File: config.mk
export PLATFORM = sky130hd
export DESIGN_NAME = wdt_two_stage
export DESIGN_NICKNAME = d
export VERILOG_FILES = /design/src/rtl/wdt_two_stage.sv
export SDC_FILE = /design/constraint.sdc
export NUM_CORES = 1
export LEC_CHECK = 0
export CAP_MARGIN = 20
export CORE_MARGIN = 3
export CORE_UTILIZATION = 35
export CTS_CLUSTER_DIAMETER = 120
export DETAILED_ROUTE_END_ITERATION = 8
export HOLD_SLACK_MARGIN = 0.02
export PLACE_DENSITY = 0.67
export SLEW_MARGIN = 20
export SYNTH_ARGS = -nofsm -noshare
export SYNTH_HDL_FRONTEND = slang
export SYNTH_SLANG_ARGS = --single-unit
File: constraint.sdc
create_clock -name clk -period 5.1 [get_ports clk]
set_input_delay 1.02 -clock clk [delete_from_list [all_inputs] [get_ports clk]]
set_output_delay 1.02 -clock clk [all_outputs]
set_load 0.02 [all_outputs]
File: src/rtl/wdt_two_stage.sv
module wdt_two_stage #(
  parameter int DW = 32,
  parameter int AW = 5
) (
  input  logic          clk,
  input  logic          rst_n,
  input  logic          bus_en,
  input  logic          bus_we,
  input  logic [AW-1:0] bus_addr,
  input  logic [DW-1:0] bus_wdata,
  output logic [DW-1:0] bus_rdata,
  input  logic [DW-1:0] hard_ticks,
  output logic          irq,
  output logic          rst_req
);

  localparam logic [AW-1:0] OFS_LOAD = AW'(5'h00);
  localparam logic [AW-1:0] OFS_CUR  = AW'(5'h04);
  localparam logic [AW-1:0] OFS_CTRL = AW'(5'h08);
  localparam logic [AW-1:0] OFS_CLR  = AW'(5'h0C);
  localparam logic [AW-1:0] OFS_STAT = AW'(5'h10);

  logic [DW-1:0] load_q, cnt_q;
  logic [1:0]    ctrl_q;
  logic          hard_ph, irq_q, rst_q;

  wire wr      = bus_en & bus_we;
  wire rd      = bus_en & ~bus_we;
  wire wr_load = wr & (bus_addr == OFS_LOAD);
  wire wr_ctrl = wr & (bus_addr == OFS_CTRL);
  wire rd_clr  = rd & (bus_addr == OFS_CLR);

  wire run      = ctrl_q[0];
  wire armed    = ctrl_q[1];
  wire expire   = run & (cnt_q == '0) & ~wr_load & ~wr_ctrl;
  wire soft_exp = expire & armed & ~hard_ph;
  wire hard_exp = expire & armed & hard_ph;
  wire spur_exp = expire & ~armed;

  always_ff @(posedge clk or negedge rst_n) begin
    if (!rst_n) begin
      load_q  <= '0;
      cnt_q   <= '0;
      ctrl_q  <= '0;
      hard_ph <= 1'b0;
      irq_q   <= 1'b0;
      rst_q   <= 1'b0;
    end else begin
      rst_q <= hard_exp;

      if (wr_load) load_q <= bus_wdata;

      if (wr_load) begin
        cnt_q   <= bus_wdata;
        hard_ph <= 1'b0;
      end else if (soft_exp) begin
        cnt_q   <= hard_ticks;
        hard_ph <= 1'b1;
      end else if (hard_exp) begin
        cnt_q   <= '0;
        hard_ph <= 1'b0;
      end else if (run && cnt_q != '0) begin
        cnt_q <= cnt_q - 1'b1;
      end

      if (wr_ctrl)       ctrl_q    <= bus_wdata[1:0];
      else if (hard_exp) ctrl_q    <= 2'b00;
      else if (spur_exp) ctrl_q[0] <= 1'b0;

      if (soft_exp)    irq_q <= 1'b1;
      else if (rd_clr) irq_q <= 1'b0;
    end
  end

  always_comb begin
    bus_rdata = '0;
    if (rd) begin
      case (bus_addr)
        OFS_LOAD: bus_rdata = load_q;
        OFS_CUR:  bus_rdata = cnt_q;
        OFS_CTRL: bus_rdata = {{(DW-2){1'b0}}, ctrl_q};
        OFS_STAT: bus_rdata = irq_q ? '0 : DW'(1);
        default:  bus_rdata = '0;
      endcase
    end
  end

  assign irq     = irq_q;
  assign rst_req = rst_q;

endmodule

==> impl_metrics.env <==
export IMPL_status="completed"
export IMPL_grt_overflow=0
export IMPL_placed_cell_area_um2=5590
export IMPL_wl_per_cell_um=18.0
export IMPL_yosysSeqAreaShare_pct=38.9
export IMPL_grt_pass1_vias=4363
export IMPL_wl_mm=14.1
export IMPL_critPathCaptureType="primary output"
export IMPL_worst_ep_arrival_time_ns=3.47
export IMPL_gp_congestion=0.854
export IMPL_final_area_um2=5890
export IMPL_drive_gt1_share_pct=9.22
export IMPL_yosysMostFrequentCell="nand2_1"
export IMPL_ioPinCount=107
export IMPL_relSlewSlack_pct=36.1
export IMPL_ctsHoldBuffers=0
export IMPL_synth_top_area_cell="dfrtp_1"
export IMPL_final_hold_violation_count=0
export IMPL_rows=40
export IMPL_antenna_found_initial=0
export IMPL_via_per_inst=5.59
export IMPL_cts_sinks=69
export IMPL_whs_ns=0.475
export IMPL_area_delta_synth_final_pct=32.5
export IMPL_critPathMaxFanout=14
export IMPL_insertion_delay_ns=0.34
export IMPL_dp_cells=772
export IMPL_first_iter_violations=264
export IMPL_setup_viol=0
export IMPL_start_util_pct=36.4
export IMPL_post_cts_buffers=0
export IMPL_syn_area_um2=4440
export IMPL_start_kind="input port"
export IMPL_grt_pass1_wl_mm=22.8
export IMPL_cellPowerDensity_nw_per_um2=299
export IMPL_nets=689
export IMPL_ys_ff_latch=69
export IMPL_max_vdd_ir_drop_uv=126
export IMPL_grt_usage_pct=20.0
export IMPL_cts_tree="built"
export IMPL_yosysWarnings=0
export IMPL_synth_area_per_cell_um2=8.51
export IMPL_ys_flop_type="dfrtp_1"
export IMPL_fp_dieH_um=119
export IMPL_fin_cells=786
export IMPL_drv_slew=0
export IMPL_cts_resized=0
export IMPL_clock_root_buffer="clkbuf_16"
export IMPL_grt_max_degree=47
export IMPL_cap_violations=0
export IMPL_finClkSkew_ns=0.00469
export IMPL_power_mw=1.76
export IMPL_die_area_um2=14100
export IMPL_required_ns=4.08
export IMPL_ant_nets=0
export IMPL_clock_path_buffers=2
export IMPL_num_antenna_cells=0
export IMPL_hold_path_class="reg -> reg"
export IMPL_synth_top_area_share_pct=38.9
export IMPL_min_period_ns=4.49
export IMPL_fmax_ghz=0.223
export IMPL_cts_max_level=3
export IMPL_die_x_um=119
export IMPL_synth_distinct_cells=73
export IMPL_post_dp_hpwl_mm=9.95
export IMPL_synth_area_leaders="dfrtp_1 (39%), nand2_1 (9.4%), a22oi_1 (6.3%)"
export IMPL_leakagePower_nw=2.42
export IMPL_async_reset_ff_share_pct=100
export IMPL_grt_setup_unrepaired="false"
export IMPL_clkTransAtPathRegs_ns=0.05
export IMPL_synth_edff_count=0
export IMPL_worst_slew_pin_slew_ns=0.959
export IMPL_vias=4390
export IMPL_port_buffers=106
export IMPL_core_area_um2=12200
export IMPL_cts_made_buffers=9
export IMPL_netlist_instances=522
export IMPL_synth_nets=596
export IMPL_drcViolationCount=0
export IMPL_synth_common_cells="nand2_1 (111), dfrtp_1 (69), nor2_1 (53), a22oi_1 (37), a21oi_1 (25)"
export IMPL_finalSetupTns_ns=0
export IMPL_period_share_pct=88.0
export IMPL_critical_path_class="in -> out"
export IMPL_dr_pass1_iters=5
==> metrics by stage <==
stage	worst slack [ns]	utilization, %
finish	0.611	48.2
global route	0.475	48.2
global placement	0.642	45.7
CTS	0.606	48.2
floorplan	1.56	-
detailed placement	0.624	45.7
==> area by class of cell <==
cell class	instances	area, um^2
clock buffers	13	270
multi-input cells	410	2490
flip-flops and latches	69	1730
clock inverters	1	30.0
repair buffers	114	1120
well taps	168	210
inverters	11	41.3
fillers	1198	6320
==> critical path, cell delays in order <==
cell and delay (ns):
clkdlybuf4s50_1 0.49, or4_1 0.69, nor2_2 0.17, buf_4 0.22
a22oi_1 0.09, nor2_1 0.15, clkdlybuf4s50_1 0.63
==> per-layer routing <==
| metal | routed length [um] | vias to the layer above | part of all wire [%] | global-route usage (%) |
|---|---|---|---|---|
| met4 | 142 | 0 | 1.0 | 5.36 |
| met3 | 1100 | 12 | 7.7 | 3.83 |
| met2 | 6640 | 175 | 47 | 32.9 |
| met1 | 6270 | 2110 | 44 | 27.1 |
| met5 | 0 | - | 0 | 0 |
| li1 | - | 2093 | - | - |
==> flip-flops by register name, summed over array words and instances, names as in the netlist <==
signal	flops
rst_req	1
ctrl_q	2
load_q	32
irq	1
hard_ph	1
cnt_q	32
==> power breakdown <==
group / internal [mW] / switching [mW]
logic: 0.165 / 0.194
clock network: 0.413 / 0.228
registers: 0.638 / 0.121
total: 1.22 / 0.543
==> cells in the final DEF (no fill, tap or decap), types with 4 or more instances in the layout <==
| cell | n |
|---|---|
| a211oi_1 | 5 |
| a21o_1 | 6 |
| a21oi_1 | 25 |
| a22oi_1 | 37 |
| a31oi_1 | 11 |
| a32oi_1 | 4 |
| and2_1 | 7 |
| buf_4 | 8 |
| clkbuf_16 | 9 |
| clkdlybuf4s50_1 | 105 |
| dfrtp_1 | 69 |
| inv_1 | 11 |
| mux2i_1 | 4 |
| nand2_1 | 111 |
| nand3_1 | 19 |
| nand4_1 | 6 |
| nor2_1 | 51 |
| nor3_1 | 9 |
| nor4_1 | 7 |
| nor4_2 | 5 |
| o211ai_1 | 6 |
| o21ai_0 | 16 |
| o31ai_1 | 4 |
| or3_1 | 5 |
| xnor2_1 | 4 |
==> worst paths after layout <==
| check | start | end | slack, ns | depth (start not counted) |
|---|---|---|---|---|
| setup / recovery | bus_addr[2] | bus_rdata[12] | 0.61 | 7 |
| hold / removal | load_q[9] | load_q[9] | 0.47 | 1 |
| setup reg to reg | cnt_q[0] | cnt_q[23] | 1.63 | 7 |
| hold reg to reg | load_q[9] | load_q[9] | 0.47 | 1 |
| max in group asynchronous | rst_n | cnt_q[23] | 3.34 | 2 |
| min in group asynchronous | rst_n | rst_req | 0.74 | 1 |
==> logic make-up (layout without fill, tap and decap cells) <==
| logic type | Yosys count | in the layout | share of synthesized area (%) |
|---|---|---|---|
| XOR/XNOR | 6 | 6 | 1.18 |
| multiplexers | 4 | 4 | 0.901 |
| AND/OR/NAND/NOR | 252 | 252 | 29.3 |
| AO/OA/AOI/OAI | 147 | 147 | 24.3 |
| flip-flops | 69 | 69 | 38.9 |
| buffers and inverters | 43 | 139 | 5.13 |
| adder cells (fa/ha/maj) | 1 | 1 | 0.282 |
(Power assumes the default switching activity.)
